`src/rtl/sds_pkg.sv`:
```
package sds_pkg;
  typedef enum logic [1:0] {
    ST_IDLE  = 2'd0,
    ST_FETCH = 2'd1,
    ST_XFER  = 2'd2
  } sds_state_e;

  localparam logic [7:0] STAT_RESET = 8'h00;
  localparam logic [7:0] STAT_BUSY  = 8'h80;
  localparam logic [7:0] STAT_DMA   = 8'hD0;
  localparam logic [7:0] STAT_DONE  = 8'h50;
  localparam logic [7:0] STAT_ERR   = 8'h51;

  localparam logic [1:0] IRS_RESET = 2'd1;
  localparam logic [1:0] IRS_DATA  = 2'd2;
  localparam logic [1:0] IRS_END   = 2'd3;
endpackage

```
`src/rtl/sds_cursor.sv`:
```
module sds_cursor #(
  parameter int LBA_W      = 24,
  parameter int CNT_W      = 24,
  parameter int SIZE_W     = 12,
  parameter int MAX_SECTOR = 2352
) (
  input  logic              clk,
  input  logic              rst_n,
  input  logic              load_i,
  input  logic [LBA_W-1:0]  load_lba_i,
  input  logic [CNT_W-1:0]  load_cnt_i,
  input  logic              fetch_ok_i,
  input  logic [SIZE_W-1:0] size_i,
  input  logic              step_i,
  output logic [LBA_W-1:0]  lba_o,
  output logic              none_left_o,
  output logic [SIZE_W-1:0] off_o,
  output logic              drain_o
);
  localparam logic [SIZE_W-1:0] MAX_LEN  = SIZE_W'(MAX_SECTOR);
  localparam logic [SIZE_W-1:0] ONE_B    = SIZE_W'(1);
  localparam logic [LBA_W-1:0]  ONE_LBA  = LBA_W'(1);
  localparam logic [CNT_W-1:0]  ONE_CNT  = CNT_W'(1);

  logic [LBA_W-1:0]  lba_q, lba_n;
  logic [CNT_W-1:0]  left_q, left_n;
  logic [SIZE_W-1:0] off_q, off_n;
  logic [SIZE_W-1:0] len_q, len_n;
  logic [SIZE_W-1:0] size_clip;

  always_comb begin
    if (size_i > MAX_LEN)       size_clip = MAX_LEN;
    else if (size_i == '0)      size_clip = ONE_B;
    else                        size_clip = size_i;
  end

  always_comb begin
    lba_n  = lba_q;
    left_n = left_q;
    off_n  = off_q;
    len_n  = len_q;
    if (load_i) begin
      lba_n  = load_lba_i;
      left_n = load_cnt_i;
    end else if (fetch_ok_i) begin
      lba_n  = lba_q + ONE_LBA;
      left_n = left_q - ONE_CNT;
      off_n  = '0;
      len_n  = size_clip;
    end else if (step_i) begin
      off_n  = off_q + ONE_B;
    end
  end

  always_ff @(posedge clk or negedge rst_n) begin
    if (!rst_n) begin
      lba_q  <= '0;
      left_q <= '0;
      off_q  <= '0;
      len_q  <= '0;
    end else begin
      lba_q  <= lba_n;
      left_q <= left_n;
      off_q  <= off_n;
      len_q  <= len_n;
    end
  end

  assign lba_o       = lba_q;
  assign none_left_o = (left_q == '0);
  assign off_o       = off_q;
  assign drain_o     = ((off_q + ONE_B) == len_q);

  // a beat is only ever taken from inside the buffered sector
  p_off_in_sector_r3: assert property (@(posedge clk) disable iff (!rst_n)
    step_i |-> (off_q < len_q));

  // a good fetch restarts the offset at zero
  p_fetch_rewind_r2: assert property (@(posedge clk) disable iff (!rst_n)
    (fetch_ok_i && !load_i) |=> (off_o == '0));
endmodule

```
`src/rtl/sds_window.sv`:
```
module sds_window #(
  parameter int XFER_W = 16
) (
  input  logic              clk,
  input  logic              rst_n,
  input  logic              open_i,
  input  logic [XFER_W-1:0] open_len_i,
  input  logic              zero_i,
  input  logic              step_i,
  input  logic              close_i,
  output logic              act_o,
  output logic              last_o,
  output logic [XFER_W-1:0] xfer_o
);
  localparam logic [XFER_W-1:0] ONE_X = XFER_W'(1);

  logic              act_q, act_n;
  logic [XFER_W-1:0] rem_q, rem_n;
  logic [XFER_W-1:0] cnt_q, cnt_n;

  always_comb begin
    act_n = act_q;
    rem_n = rem_q;
    cnt_n = cnt_q;
    if (close_i)     act_n = 1'b0;
    else if (open_i) act_n = 1'b1;
    if (open_i) begin
      rem_n = open_len_i;
      cnt_n = '0;
    end else if (zero_i) begin
      cnt_n = '0;
    end else if (step_i) begin
      rem_n = rem_q - ONE_X;
      cnt_n = cnt_q + ONE_X;
    end
  end

  always_ff @(posedge clk or negedge rst_n) begin
    if (!rst_n) begin
      act_q <= 1'b0;
      rem_q <= '0;
      cnt_q <= '0;
    end else begin
      act_q <= act_n;
      rem_q <= rem_n;
      cnt_q <= cnt_n;
    end
  end

  assign act_o  = act_q;
  assign last_o = (rem_q == ONE_X);
  assign xfer_o = cnt_q;

  // bytes only move inside an open request
  p_step_in_window_r5: assert property (@(posedge clk) disable iff (!rst_n)
    step_i |-> act_q);

  // the beat that uses up the length must close the request
  p_close_on_len_r5: assert property (@(posedge clk) disable iff (!rst_n)
    (step_i && last_o) |-> close_i);
endmodule

```
`src/rtl/sector_dma_seq.sv`:
```
module sector_dma_seq
  import sds_pkg::*;
#(
  parameter int LBA_W      = 24,
  parameter int CNT_W      = 24,
  parameter int SIZE_W     = 12,
  parameter int XFER_W     = 16,
  parameter int MAX_SECTOR = 2352
) (
  input  logic              clk,
  input  logic              rst_n,
  input  logic              start_i,
  input  logic [LBA_W-1:0]  start_lba_i,
  input  logic [CNT_W-1:0]  start_cnt_i,
  input  logic [7:0]        start_mode_i,
  input  logic              irq_ack_i,
  output logic              media_req_o,
  output logic [LBA_W-1:0]  media_lba_o,
  output logic [7:0]        media_mode_o,
  input  logic              media_rdy_i,
  input  logic [SIZE_W-1:0] media_size_i,
  input  logic              media_err_i,
  input  logic [7:0]        media_code_i,
  output logic [SIZE_W-1:0] media_addr_o,
  input  logic [7:0]        media_data_i,
  input  logic              dma_req_i,
  input  logic [XFER_W-1:0] dma_len_i,
  output logic              dma_valid_o,
  output logic [7:0]        dma_data_o,
  output logic              dma_done_o,
  output logic [XFER_W-1:0] dma_count_o,
  output logic [7:0]        status_o,
  output logic [1:0]        ireason_o,
  output logic              irq_o,
  output logic [7:0]        sense_key_o,
  output logic [LBA_W-1:0]  sense_lba_o
);
  sds_state_e        st_q, st_n;
  logic [7:0]        status_q, status_n;
  logic [1:0]        irs_q, irs_n;
  logic              irq_q, irq_n;
  logic [7:0]        skey_q, skey_n;
  logic [LBA_W-1:0]  slba_q, slba_n;
  logic [7:0]        mode_q, mode_n;
  logic              beat_q, beat_n;
  logic [7:0]        data_q, data_n;
  logic              done_q, done_n;

  logic [LBA_W-1:0]  cur_lba;
  logic              none_left, drain;
  logic [SIZE_W-1:0] cur_off;
  logic              win_act, win_last;
  logic [XFER_W-1:0] win_cnt;

  logic start_ok, cnt_zero, fetch_ok, fetch_bad, step, final_beat, refill;
  logic close, try_req, reject, open;

  assign cnt_zero   = (start_cnt_i == '0);
  assign start_ok   = start_i && (st_q == ST_IDLE);
  assign fetch_ok   = (st_q == ST_FETCH) && media_rdy_i && !media_err_i;
  assign fetch_bad  = (st_q == ST_FETCH) && media_rdy_i && media_err_i;
  assign step       = (st_q == ST_XFER) && win_act;
  assign final_beat = step && drain && none_left;
  assign refill     = step && drain && !none_left;

  always_comb begin
    st_n     = st_q;
    status_n = status_q;
    irs_n    = irs_q;
    irq_n    = irq_q;
    skey_n   = skey_q;
    slba_n   = slba_q;
    mode_n   = mode_q;
    if (irq_ack_i) irq_n = 1'b0;
    if (start_ok) begin
      irq_n = 1'b0;
      if (cnt_zero) begin
        status_n = STAT_DONE;
        irs_n    = IRS_END;
        irq_n    = 1'b1;
      end else begin
        st_n     = ST_FETCH;
        status_n = STAT_BUSY;
        mode_n   = start_mode_i;
      end
    end
    if (fetch_ok) begin
      st_n     = ST_XFER;
      status_n = STAT_DMA;
      irs_n    = IRS_DATA;
    end
    if (fetch_bad) begin
      st_n     = ST_IDLE;
      status_n = STAT_ERR;
      irs_n    = IRS_END;
      irq_n    = 1'b1;
      skey_n   = media_code_i;
      slba_n   = cur_lba;
    end
    if (refill) begin
      st_n     = ST_FETCH;
      status_n = STAT_BUSY;
    end
    if (final_beat) begin
      st_n     = ST_IDLE;
      status_n = STAT_DONE;
      irs_n    = IRS_END;
      irq_n    = 1'b1;
    end
  end

  always_comb begin
    close   = (step && (win_last || final_beat)) || (fetch_bad && win_act);
    try_req = dma_req_i && !win_act;
    reject  = try_req && ((st_n == ST_IDLE) || (dma_len_i == '0));
    open    = try_req && !reject;
    done_n  = close || reject;
    beat_n  = step;
    data_n  = step ? media_data_i : data_q;
  end

  always_ff @(posedge clk or negedge rst_n) begin
    if (!rst_n) begin
      st_q     <= ST_IDLE;
      status_q <= STAT_RESET;
      irs_q    <= IRS_RESET;
      irq_q    <= 1'b0;
      skey_q   <= '0;
      slba_q   <= '0;
      mode_q   <= '0;
      beat_q   <= 1'b0;
      data_q   <= '0;
      done_q   <= 1'b0;
    end else begin
      st_q     <= st_n;
      status_q <= status_n;
      irs_q    <= irs_n;
      irq_q    <= irq_n;
      skey_q   <= skey_n;
      slba_q   <= slba_n;
      mode_q   <= mode_n;
      beat_q   <= beat_n;
      data_q   <= data_n;
      done_q   <= done_n;
    end
  end

  sds_cursor #(
    .LBA_W(LBA_W), .CNT_W(CNT_W), .SIZE_W(SIZE_W), .MAX_SECTOR(MAX_SECTOR)
  ) u_cursor (
    .clk(clk), .rst_n(rst_n),
    .load_i(start_ok && !cnt_zero), .load_lba_i(start_lba_i), .load_cnt_i(start_cnt_i),
    .fetch_ok_i(fetch_ok), .size_i(media_size_i), .step_i(step),
    .lba_o(cur_lba), .none_left_o(none_left), .off_o(cur_off), .drain_o(drain)
  );

  sds_window #(.XFER_W(XFER_W)) u_window (
    .clk(clk), .rst_n(rst_n),
    .open_i(open), .open_len_i(dma_len_i), .zero_i(reject),
    .step_i(step), .close_i(close),
    .act_o(win_act), .last_o(win_last), .xfer_o(win_cnt)
  );

  assign media_req_o  = (st_q == ST_FETCH);
  assign media_lba_o  = cur_lba;
  assign media_mode_o = mode_q;
  assign media_addr_o = cur_off;
  assign dma_valid_o  = beat_q;
  assign dma_data_o   = data_q;
  assign dma_done_o   = done_q;
  assign dma_count_o  = win_cnt;
  assign status_o     = status_q;
  assign ireason_o    = irs_q;
  assign irq_o        = irq_q;
  assign sense_key_o  = skey_q;
  assign sense_lba_o  = slba_q;

  // entering the DMA phase never raises the interrupt
  p_dma_phase_quiet_r2: assert property (@(posedge clk) disable iff (!rst_n)
    (fetch_ok && !irq_q) |=> (!irq_o && status_o == STAT_DMA && ireason_o == IRS_DATA));

  // draining the last sector ends the read with an interrupt
  p_final_irq_r6: assert property (@(posedge clk) disable iff (!rst_n)
    ((st_q == ST_XFER) && win_act && drain && none_left) |=> (irq_o && status_o == STAT_DONE && dma_done_o));

  // a media error latches the failing address
  p_err_sense_r7: assert property (@(posedge clk) disable iff (!rst_n)
    fetch_bad |=> (status_o == STAT_ERR && sense_lba_o == $past(cur_lba)));

  // a request with no read behind it returns zero bytes
  p_idle_zero_r8: assert property (@(posedge clk) disable iff (!rst_n)
    (dma_req_i && !win_act && (st_q == ST_IDLE) && !start_i) |=> (dma_done_o && dma_count_o == '0));
endmodule

```
`config.mk`:
```
export PLATFORM = sky130hd
export DESIGN_NAME = sector_dma_seq
export DESIGN_NICKNAME = d
export VERILOG_FILES = /design/src/rtl/sds_pkg.sv /design/src/rtl/sds_cursor.sv /design/src/rtl/sds_window.sv /design/src/rtl/sector_dma_seq.sv
export SDC_FILE = /design/constraint.sdc
export NUM_CORES = 1
export LEC_CHECK = 0
export BUFFER_PORTS_ARGS = -buffer_cell sky130_fd_sc_hd__buf_2
export CAP_MARGIN = 40
export CORE_ASPECT_RATIO = 0.7
export CORE_MARGIN = 5
export CORE_UTILIZATION = 57
export CTS_CLUSTER_DIAMETER = 30
export DETAILED_ROUTE_END_ITERATION = 8
export GPL_TIMING_DRIVEN = 0
export PLACE_DENSITY = 0.86
export SKIP_LAST_GASP = 1
export SLEW_MARGIN = 10
export SYNTH_ARGS = -nofsm -noshare
export SYNTH_HDL_FRONTEND = slang
export SYNTH_SLANG_ARGS = --single-unit
```
`constraint.sdc`:
```
create_clock -name clk -period 3.6 [get_ports clk]
set_clock_uncertainty 0.05 [all_clocks]
set_input_delay 0.72 -clock clk [delete_from_list [all_inputs] [get_ports clk]]
set_output_delay 0.72 -clock clk [all_outputs]
set_load 0.05 [all_outputs]
```
After elaboration in Yosys (flattened, before gate mapping). Cells that the tools add are included.

$add $sub $neg: 5. $lt $le $gt $ge: 1. Equal/unequal tests: 5. Muxes and demuxes: 38. Bitwise gates (word level): 2. Reductions and logical operators: 43.

Operators by type and width (count): $mux W16 (6); $mux W24 (4); $logic_not A24 Y1 (2); $mux W12 (4); $mux W8 (6); $add A24 B1 Y24 const B (1); $sub A24 B1 Y24 const B (1); $mux W2 (11); $add A16 B1 Y16 const B (1); $eq A16 B1 Y1 const B (1); $logic_not A16 Y1 (1); $sub A16 B1 Y16 const B (1); $logic_and A1 B1 Y1 (14); $add A12 B1 Y12 const B (1); $eq A12 B12 Y1 (1); $gt A12 B12 Y1 const B (1); $logic_not A12 Y1 (1); $reduce_bool A4 Y1 (3); $reduce_and A2 Y1 (5); $reduce_bool A2 Y1 (4); $mux W1 (7); $logic_not A1 Y1 (5); $reduce_bool A5 Y1 (1); $logic_not A2 Y1 (2); 6 further kinds (10).

Bits in registers: 168. Input port bits: 107. Output and inout port bits: 114. Logic and storage cells: 111.

Longest topological paths before layout. Gate-level depths: netlist of the first run.

Depth in word-level cells: 14. Gate-level depth with buffers: 8. Depth with buffers taken out: 7.

By module. Synthesis of the first run repeated with hierarchy kept, for this count alone.

Cell total of the unflattened synthesis: 826. Area, all modules: 8404.3 um^2.

Modules (own cells, without submodules): sds_cursor (instances 1, cells each 461, area an instance 4117.7 um^2); sector_dma_seq (instances 1, cells each 175, area an instance 2499.9 um^2); sds_window (instances 1, cells each 190, area an instance 1786.7 um^2).

Worst setup path before layout of the first run. No wires, ideal clock.

Path kind: register -> register. Start point: reg u_cursor.off_q[0], in the netlist u_cursor.off_o[0]. End point: reg status_q[7], in the netlist status_o[7]. Setup time: 0.128 ns. Data arrival time: 2.559 ns. Data required time: 3.422 ns. Setup slack: 0.864 ns. Stages on the path, launching flop included: 9. Path buffers: 1. Cells stage by stage: dfrtp_1 -> ha_1 -> and2_1 -> clkbuf_1 -> a21oi_1 -> nor4b_1 -> o2111ai_1 -> nor3_2 -> mux2_1.

Longest elaborated chain between the ends: 6. Elaborated cells on any way between the ends: 8. Those cells by class: add/sub (1); eq/ne (1); mux (2); reduce/logical (4).

Ends and longest elaborated chain: start, declared (line sds_cursor.sv:27) `logic [SIZE_W-1:0] off_q, off_n;`; start signal, assigned (line sds_cursor.sv:64) `off_q <= off_n;`; $add A12 B1 Y12 * (line sds_cursor.sv:72) `assign drain_o = ((off_q + ONE_B) == len_q);`; $eq A12 B12 Y1 * (line sds_cursor.sv:72); $logic_and A1 B1 Y1 * (line sector_dma_seq.sv:63, sector_dma_seq.sv:64); $logic_and A1 B1 Y1 (line sector_dma_seq.sv:64) `assign refill = step && drain && !none_left;`; $mux W8 (line sector_dma_seq.sv:100) `if (refill) begin`; $mux W8 (line sector_dma_seq.sv:104) `if (final_beat) begin`; end signal, assigned (line sector_dma_seq.sv:136) `status_q <= status_n;`; end, declared (line sector_dma_seq.sv:39) `logic [7:0] status_q, status_n;`.

Mark *: on every way between the ends. The rest lies on a longest branch, timed or not. A chain may end at the register's enable or synchronous reset.

Worst setup path in the final report of the first run.
Start point: in start_cnt_i[0]. End point: reg u_cursor.lba_q[7], in the netlist u_cursor.lba_o[7].

Longest elaborated chain between the ends: 4. Elaborated cells on any way between the ends: 5. Those cells by class: mux (1); reduce/logical (4).

Ends and longest elaborated chain: start, declared (line sector_dma_seq.sv:14) `input logic [CNT_W-1:0] start_cnt_i,`; $logic_not A24 Y1 * (line sector_dma_seq.sv:58) `assign cnt_zero = (start_cnt_i == '0);`; $logic_not A1 Y1 * (line sector_dma_seq.sv:152) `.load_i(start_ok && !cnt_zero), .load_lba_i(start_lba_i), .load_cnt_i(start_cnt_i),`; $logic_and A1 B1 Y1 * (line sector_dma_seq.sv:152); $mux W24 or $reduce_bool A2 Y1 (tied branches); end signal, assigned (line sds_cursor.sv:62) `lba_q <= lba_n;`; end, declared (line sds_cursor.sv:25) `logic [LBA_W-1:0] lba_q, lba_n;`.

Marked as above.

==> out/results.tsv, run 1 <==
stage	metric	value	unit
placement	dp.final_hpwl	17320	um
placement	gp_congestion	0.9002	
grt	gr-total-overflow	0	
power	power_density	954.9	mW/mm2
cts	htreeDepth	4	
logic_synthesis	synth_flop_cell	dfrtp_1	
grt	globalRouteTotalUtil	0.2811	
drt	wl_met1	10290	um
drt	ant_nets	0	
drt	drt_wl_total	23220	um
cts	cts.reportedPaths.clkPinSlew	0.07	ns
drt	post_drt_wl_per_cell	18.15	um
floorplanning	placementRows	36	
floorplanning	die_h	109.7	um
drt	wl_met2	10380	um
grt	first_global_vias	7155	
floorplanning	coreArea	0.01392	mm2
sta	hold_viol_final	0	
cells_and_area	syn2layout_area_growth	24.01	%
cts	cts_buffer_depth	2	
cts	cts_setup_buffers	0	
drt	via_per_inst	5.747	
cells_and_area	nets	1188	
power	p_leak	4.603	nW
worst_setup_path	path_cells	buf_2 > nor4_1 > nand4_1 > o21ai_1 > clkbuf_1 > buf_1 > a21oi_1	
logic_synthesis	synth_cell_types	73	
status	status	finished, final reports clean	
worst_setup_path	cp-start-kind	input pin	
logic_synthesis	syn_area_per_cell	9.686	um2
placement	dp_slack	0.2283	ns
cts	cts-root-buf	clkbuf_16	
worst_setup_path	end_kind	register	
grt	antenna_found_initial	2	
grt	grt_pass1_wl	37360	um
sta	timing.final.crit_share	0.8407	
logic_synthesis	ys_warn_count	0	
floorplanning	die_w	152.5	um
cts	clkLatencyLatePin	0.43	ns
sta	worst_slack	0.5735	ns
drt	drtPass1Iterations	5	
logic_synthesis	synthArstFlopShare	1.000	
placement	io_buffers	216	
worst_setup_path	cp_data_arrival_time	3.25	ns
cts	ctsHoldBuffers	0	
logic_synthesis	ys_top_cells_by_area	dfrtp_1, nand2_1, mux2_2, xnor2_1, xor2_1	
drt	first_iter_violations	585	
floorplanning	start_util	0.5818	
worst_setup_path	crit_type	input pin to register	
cells_and_area	drive_above_1_share	0.2858	
drt	drc_errors	0	
sta	timing.fmax	330.4	MHz
drt	routed-via-count	7350	
cts	tritoncts	built	
sta	setup_viol	0	
logic_synthesis	synth_edf_count	0	
worst_setup_path	cp_slowest_stage_delay	0.55	ns
power	vdd_ir_drop_max	0.0007774	V
cells_and_area	stdcell_count	1279	
flow_run	drv_cap	0	
min_path	hp-class	input pin to async pin	
logic_synthesis	netlist_instances	836	
cts	cts.sink_count	163	
drt	routed.top_layer	met5	
floorplanning	dieArea	0.01673	mm2
cts	cts.repair.resized	0	
worst_setup_path	cp.required	3.83	ns
sta	grt_setup_unrepaired	no	
logic_synthesis	ys_seq_elements	163	
worst_setup_path	crit_slowest_cell	o21ai_1	
logic_synthesis	syn_area	0.008098	mm2
cells_and_area	final_util	0.7215	
logic_synthesis	synth_top_area_frac	0.5006	
sta	slew_viol_final	0	
sta	worstMarginPinSlew	0.8341	ns
sta	whs	0.2665	ns
logic_synthesis	seq_area_frac_synth	0.5039	
sta	slew_headroom	0.4388	
drt	dr_wl_met3	2069	um
logic_synthesis	yosysTopAreaCell	dfrtp_1	
floorplanning	io-pin-count	221	
sta	period_needed	3.026	ns
worst_setup_path	crit_fanout	10	
grt	grt_max_degree	98	
cts	cts_buffers	17	
placement	dp_cells	1246	
## worst max-delay path: cells and delay by family
| family | cells | cell delay (ns) |
|---|---|---|
| and+or+nand+nor | 2 | 0.63 |
| buffers and inverters | 3 | 1.20 |
| AOI/OAI and AO/OA | 2 | 0.70 |
## cell usage after synthesis, types with 4 or more instances
cell and n:
a22o_1 5, o21ai_0 58, nor4_1 21, o31ai_1 5, xnor2_1 37, or3_1 5, inv_1 6, nor2_1 83
o22a_1 4, xor2_1 36, nor3_1 16, and2_1 7, a21oi_1 33, ha_1 6, nand2_1 142, nand4_1 17
and3_1 8, dfrtp_1 162, nand3_1 25, o21ai_1 10, clkbuf_1 24, nor4_2 6, nor2b_1 5, buf_4 6
buf_1 4, mux2_2 33, a221o_1 4
## area by class of cell
class	count	area (um2)
sequential	163	4080
antenna	1	2.502
clock buffer	17	425.4
tap	190	237.7
buffer	37	165.2
inverter	7	26.28
timing repair buffer	217	1119
multi-input combinational	632	3837
fill	1040	3876
clock inverter	15	148.9
## logic make-up after synthesis
group / share of synthesized area
compound gates: 0.1136
xor+xnor: 0.07896
fa+ha+maj: 0.009270
buf+inv: 0.02364
flops: 0.5039
mux: 0.04975
other cells: 0.0004631
simple gates: 0.2205
## flip-flops by register name, summed over array words and instances (netlist names), 12 cells and up
name and cells:
sense_lba_o 24, u_cursor.lba_o 24, u_cursor.left_q 24, u_cursor.len_q 12, u_cursor.off_o 12, u_window.rem_q 16
u_window.xfer_o 16
## metrics by stage
stage               power (mW)  setup TNS, ns  cell area [um2]
floorplan                6.537              0             8109
global placement         7.648        -107.59             9428
detailed placement       7.798              0             9465
CTS                      9.598              0            10040
global route             10.13              0            10040
finish                   9.589              0            10040
## layout by cell type, fill, tap and decap left out, types with 7 or more instances in the layout
cell type,n
buf_2,217
dfrtp_1,162
nand2_1,142
nor2_1,83
o21ai_0,58
xnor2_1,37
xor2_1,36
mux2_2,33
a21oi_1,33
nand3_1,25
clkbuf_1,24
nor4_1,21
nand4_1,17
clkbuf_16,17
nor3_1,16
o21ai_1,10
and3_1,8
and2_1,7
## metal layers
layer  vias to the layer above  GRT usage
li1                       3432          -
met1                      3523     0.3917
met2                       345     0.4309
met3                        48    0.08183
met4                         2    0.08837
met5                         -          0
## where the power goes
group	switching (mW)	total (mW)	internal [mW]
logic	3.12	4.41	1.29
registers	0.790	3.40	2.61
clock network	0.808	1.78	0.971
total	4.72	9.59	4.87
## worst paths after layout
check	startpoint	to	slack (ns)	depth (start not counted)
worst min-delay path	rst_n	u_cursor.left_q[7]	0.27	1
worst min register to register	dma_data_o[6]	dma_data_o[6]	0.43	2
worst max register to register	u_cursor.off_o[0]	status_o[7]	0.61	8
max in group asynchronous	rst_n	sense_lba_o[1]	2.45	2
worst max-delay path	start_cnt_i[0]	u_cursor.lba_o[7]	0.57	7
min in group clk	dma_data_o[6]	dma_data_o[6]	0.43	2
No activity file was read; power rests on OpenSTA's default activity.
==> inputs of run 2 (changes only) <==
--- a/config.mk
+++ b/config.mk
@@ -9,11 +9,11 @@
 export CAP_MARGIN = 40
 export CORE_ASPECT_RATIO = 0.7
 export CORE_MARGIN = 5
-export CORE_UTILIZATION = 57
+export CORE_UTILIZATION = 48
 export CTS_CLUSTER_DIAMETER = 30
 export DETAILED_ROUTE_END_ITERATION = 8
 export GPL_TIMING_DRIVEN = 0
-export PLACE_DENSITY = 0.86
+export PLACE_DENSITY = 0.77
 export SKIP_LAST_GASP = 1
 export SLEW_MARGIN = 10
 export SYNTH_ARGS = -nofsm -noshare
==> constraint.sdc (replaced) <==
create_clock -name clk -period 2.76 [get_ports clk]
set_clock_uncertainty 0.05 [all_clocks]
set_input_delay 0.552 -clock clk [delete_from_list [all_inputs] [get_ports clk]]
set_output_delay 0.552 -clock clk [all_outputs]
set_load 0.05 [all_outputs]
==> out/results.tsv, run 2 (synthesis results as in run 1) <==
stage	metric	value	unit	change
status	status	finished, final reports clean		
cells_and_area	stdcell_count	1314		+2.7%
grt	grt_pass1_wl	37440	um	+0.22%
floorplanning	io-pin-count	221		unchanged
cells_and_area	layout_common_cells	buf_2, dfrtp_1, nand2_1		
cells_and_area	final_util	0.6187		-0.1028
cts	cts.reportedPaths.clkPinSlew	0.07	ns	about the same
drt	drt_wl_total	23740	um	+2.3%
cells_and_area	num_antenna_cells	0		-1
cells_and_area	finalInstanceArea	0.01017	mm2	+1.3%
sta	timing.fmax	377.6	MHz	
cells_and_area	drive_above_1_share	0.2911		+0.005247
worst_setup_path	r2r_slack	0.11	ns	-0.50 ns
cts	htreeDepth	4		unchanged
drt	drc_errors	0		unchanged
sta	hold_viol_final	0		unchanged
sta	slew_viol_final	0		unchanged
grt	grt_max_degree	96		-2.0%
sta	setup_viol	0		unchanged
cells_and_area	nets	1189		+0.084%
worst_setup_path	crit_type	register to register		
cells_and_area	final_common_cell	buf_2		
drt	first_iter_violations	549		-6.2%
floorplanning	coreArea	0.01644	mm2	+18%
worst_setup_path	cp.required	3.01	ns	-0.82 ns
floorplanning	placementRows	39		+8.3%
min_path	hp-class	input pin to async pin		
cells_and_area	fill_cells	1431		+38%
cts	ctsHoldBuffers	0		unchanged
placement	place_area	0.009509	mm2	+0.46%
placement	dp.final_hpwl	17730	um	+2.4%
worst_setup_path	end_kind	register		
cts	cts_buffer_depth	2		unchanged
cells_and_area	syn2layout_area_growth	25.63	%	
floorplanning	die_w	165.2	um	+8.4%
grt	gr-total-overflow	0		unchanged
drt	post_drt_wl_per_cell	18.07	um	-0.46%
placement	io_buffers	216		unchanged
drt	ant_nets	0		unchanged
cts	clkLatencyLatePin	0.42	ns	about the same
floorplanning	dieArea	0.01961	mm2	+17%
grt	first_global_vias	7093		-0.87%
flow_run	drv_cap	0		unchanged
cells_and_area	multi_input_area	0.003859	mm2	+0.55%
worst_setup_path	crit_fanout	8		-2
sta	worstMarginPinSlew	0.8116	ns	-0.02256 ns
drt	drtPass1Iterations	5		unchanged
placement	dp_cells	1281		+2.8%
cts	tritoncts	built		
cells_and_area	seq_area	0.004081	mm2	about the same
drt	routed-via-count	7209		-1.9%
sta	grt_setup_unrepaired	yes		
floorplanning	start_util	0.4924		-0.08938
sta	timing.final.crit_share	0.9594		
sta	whs	0.01488	ns	-0.2516 ns
sta	slew_headroom	0.4540		+0.01518
grt	antenna_found_initial	3		+1
power	power	12.70	mW	+32%
grt	globalRouteTotalUtil	0.2409		-0.04018
cts	cts.sink_count	163		unchanged
worst_setup_path	cp-start-kind	register		
sta	period_needed	2.648	ns	
cts	cts-root-buf	clkbuf_16		
floorplanning	die_h	118.7	um	+8.2%
cts	cts_buffers	17		unchanged
power	power_density	1249	mW/mm2	+31%
power	p_leak	4.641	nW	+0.83%
drt	via_per_inst	5.486		-4.5%
worst_setup_path	cp_data_arrival_time	2.89	ns	-0.36 ns
power	vdd_ir_drop_max	0.0008436	V	+8.5%
placement	gp_congestion	0.8729		-3.0%
-- run 2: cell types whose count changed in the layout (fill, tap and decap cells not counted), sizes merged --
cell / previous run / this run
bufinv: 1 / 3
clkbuf: 42 / 47
diode: 1 / 0
buf: 229 / 230
clkinv: 6 / 3
inv: 13 / 8
clkinvlp: 2 / 3
-- run 2: through the flow --
step	worst slack (ns)	setup TNS, ns
after floorplan	0.02350	0
after global placement	-1.460	-249.13
after detailed placement	-0.5217	-14.44
after CTS	0.08126	0
after global routing	-0.04808	-0.06292
final	0.1120	0
-- run 2: worst max-delay path, stage by stage (launching register included) --
cell and delay, ns:
dfrtp_1 0.51, nand4_1 0.29, nor3_4 0.35, mux2_2 0.39, a211oi_2 0.44, nor4_4 0.13
or3_1 0.36
-- run 2: timing repair --
action,CTS,global route
endpoints found under the setup margin,16,27
cloned,0,0
resized for setup,1,7
buffers inserted,1,0
pin swaps,1,0
-- run 2: layer usage --
layer  routed length (um)  global-route usage  up-vias  share of wire
li1                     -                   -     3423              -
met1                11040              0.3520     3501           0.46
met2                10330              0.3494      246           0.43
met3                 2002             0.07272       33          0.084
met4                  336             0.06338        6          0.014
met5                   41                   0        -         0.0017
-- run 2: path summary, 6_finish.rpt --
path / from / end / cells past startpoint
max: u_cursor.off_o[4] / irq_o / 6
min: rst_n / u_window.rem_q[11] / 1
max reg2reg: u_cursor.off_o[4] / irq_o / 6
min reg2reg: dma_data_o[2] / dma_data_o[2] / 2
max in group asynchronous: rst_n / sense_lba_o[14] / 2
min in group clk: start_mode_i[5] / media_mode_o[5] / 3
-- run 2: cell type report --
class                           count  share of cell area
Buffer                             37             0.01648
Clock buffer                       22             0.04760
Clock inverter                     10             0.01451
Inverter                            7            0.002583
Multi-Input combinational cell    632              0.3793
Sequential cell                   163              0.4012
Tap cell                          225             0.02767
Timing Repair Buffer              218              0.1107
-- run 2: power breakdown --
part	switching, mW	internal, mW
registers	1.04	3.41
logic	4.04	1.69
clock network	0.996	1.53
total	6.08	6.62
==> inputs of run 3 (changes only) <==
--- a/config.mk
+++ b/config.mk
@@ -7,7 +7,6 @@
 export LEC_CHECK = 0
 export BUFFER_PORTS_ARGS = -buffer_cell sky130_fd_sc_hd__buf_2
 export CAP_MARGIN = 40
-export CORE_ASPECT_RATIO = 0.7
 export CORE_MARGIN = 5
 export CORE_UTILIZATION = 48
 export CTS_CLUSTER_DIAMETER = 30
==> out/results.tsv, run 3 (synthesis results as in run 1) <==
stage	metric	value	unit	change
status	status	finished, final reports clean		
power	p_int	6.623	mW	about the same
cells_and_area	finalInstanceArea	0.01018	mm2	about the same
cells_and_area	final_common_cell	buf_2		
worst_setup_path	cp-endpoint	u_cursor.left_q[8]		
sta	slew_viol_final	0		unchanged
drt	routed-via-count	7222		+0.18%
cts	htreeDepth	4		unchanged
placement	gp_congestion	0.8874		+1.7%
grt	globalRouteTotalUtil	0.2365		-0.004369
drt	drt_wl_total	22750	um	-4.2%
worst_setup_path	path_cells	buf_2 > nor4_1 > nand4_1 > o21ai_2 > clkbuf_2 > buf_1 > a21oi_1		
drt	post_drt_wl_per_cell	17.38	um	-3.8%
grt	grt_max_degree	103		+7.3%
drt	ant_nets	0		unchanged
cts	clkLatencyLatePin	0.43	ns	about the same
sta	worstMarginPinSlew	0.7924	ns	-0.01921 ns
cells_and_area	nets	1189		unchanged
power	p_leak	4.647	nW	+0.13%
power	combPwrFrac	0.450		about the same
floorplanning	placementRows	47		+21%
worst_setup_path	cp_data_arrival_time	2.90	ns	about the same
grt	grt_pass1_wl	37230	um	-0.55%
power	pwr-share-seq	0.350		about the same
floorplanning	dieArea	0.01957	mm2	-0.21%
placement	dp_cells	1276		-0.39%
cts	cts_buffer_depth	2		unchanged
worst_setup_path	cp.required	2.97	ns	-0.04 ns
cells_and_area	syn2layout_area_growth	25.66	%	about the same
flow_run	drv_cap	0		unchanged
worst_setup_path	end_kind	register		
placement	dp.final_hpwl	17020	um	-4.0%
sta	period_needed	2.685	ns	+0.03748 ns
sta	slew_headroom	0.4669		+0.01293
floorplanning	die_w	139.9	um	-15%
drt	drtPass1Iterations	6		+1
drt	first_iter_violations	481		-12%
floorplanning	io-pin-count	221		unchanged
cts	ctsHoldBuffers	0		unchanged
cts	cts.sink_count	163		unchanged
placement	place_area	0.009503	mm2	about the same
cts	cts-root-buf	clkbuf_16		
power	p_sw	6.057	mW	-0.36%
floorplanning	start_util	0.4883		-0.004124
worst_setup_path	r2r_slack	0.20	ns	+0.09 ns
sta	setup_viol	0		unchanged
floorplanning	coreArea	0.01658	mm2	+0.84%
worst_setup_path	r2r_start	st_q[1]		
worst_setup_path	crit_type	input pin to register		
cts	cts.reportedPaths.clkPinSlew	0.06	ns	about the same
grt	gr-total-overflow	0		unchanged
worst_setup_path	reg2reg_to	u_window.rem_q[3]		
sta	timing.fmax	372.4	MHz	-1.4%
worst_setup_path	crit_slowest_cell	nor4_1		
grt	antenna_found_initial	4		+1
power	power_density	1246	mW/mm2	-0.20%
power	swShare	0.4777		-0.0008924
worst_setup_path	crit_start	start_cnt_i[0]		
worst_setup_path	cp-start-kind	input pin		
drt	drc_errors	0		unchanged
sta	hold_viol_final	0		unchanged
cells_and_area	layout_common_cells	buf_2, dfrtp_1, nand2_1		
power	power.share.clock	0.200		about the same
worst_setup_path	worstRegToRegCells	7		+1
cts	tritoncts	built		
grt	first_global_vias	7350		+3.6%
power	vdd_ir_drop_max	0.0008910	V	+5.6%
sta	grt_setup_unrepaired	no		
worst_setup_path	cp_slowest_stage_delay	0.52	ns	about the same
cts	cts_buffers	17		unchanged
cells_and_area	stdcell_count	1309		-0.38%
cells_and_area	drive_above_1_share	0.2914		about the same
floorplanning	die_h	139.9	um	+18%
cells_and_area	fill_cells	1420		-0.77%
sta	timing.final.crit_share	0.9730		+0.01358
worst_setup_path	crit_fanout	10		+2
min_path	hp-class	input pin to async pin		
placement	io_buffers	216		unchanged
drt	via_per_inst	5.517		+0.56%
[run 3: cell type report]
cell class	count	area (um2)	area share
plain buffers	37	166.4	0.01635
repair buffers	218	1126	0.1107
diodes	1	2.502	0.0002459
clock buffers	17	425.4	0.04181
flip-flops and latches	163	4081	0.4011
well taps	220	275.3	0.02705
clock inverters	14	201.4	0.01980
multi-input cells	632	3871	0.3804
inverters	7	26.28	0.002582
[run 3: critical path: cells and delay by family]
kind	cells	cell delay, ns
and+or+nand+nor	2	0.81
buffers and inverters	3	0.94
AOI/OAI and AO/OA	2	0.58
[run 3: per-stage QoR]
step	power, mW	utilization	setup WS (ns)	hold WS [ns]	setup TNS, ns
after floorplan	8.527	-	0.02350	0.2064	0
after global placement	9.976	0.5708	-1.475	0.4038	-253.76
final	12.68	0.6136	0.07456	0.009663	0
after CTS	12.72	0.6120	0.03931	0.01844	0
after global routing	13.43	0.6136	0.01206	0.04420	0
after detailed placement	10.13	0.5730	-0.6120	0.4108	-20.56
[run 3: repair_timing]
action,in CTS,in global routing
gates resized for setup,3,5
cloned,0,0
setup endpoints to repair,31,9
pin swaps,1,0
buffers inserted,1,0
[run 3: power groups by stage]
stage                     Sequential (mW)  Combinational, mW  Clock, mW
after global routing                 4.59               6.15       2.69
after CTS                            4.42               5.73       2.58
final                                4.43               5.71       2.54
after global placement               4.40               5.58          0
after floorplan                      6.36               2.17          0
after detailed placement             4.44               5.69          0
[run 3: metal layers]
metal	track usage	up-vias	part of all wire
met5	0	-	0.0013
met1	0.2956	3460	0.40
met2	0.3821	279	0.48
met4	0.08618	6	0.024
li1	-	3429	-
met3	0.08165	48	0.094
[run 3: how the worst min path moves through the flow]
| stage | start | end | cells past startpoint |
|---|---|---|---|
| detailed placement | media_mode_o[5] | media_mode_o[5] | 2 |
| finish | rst_n | u_cursor.off_o[8] | 1 |
| global route | rst_n | u_cursor.off_o[8] | 1 |
| floorplan | rst_n | dma_data_o[0] | 0 |
| global placement | dma_data_o[2] | dma_data_o[2] | 2 |
| CTS | rst_n | u_cursor.off_o[8] | 1 |
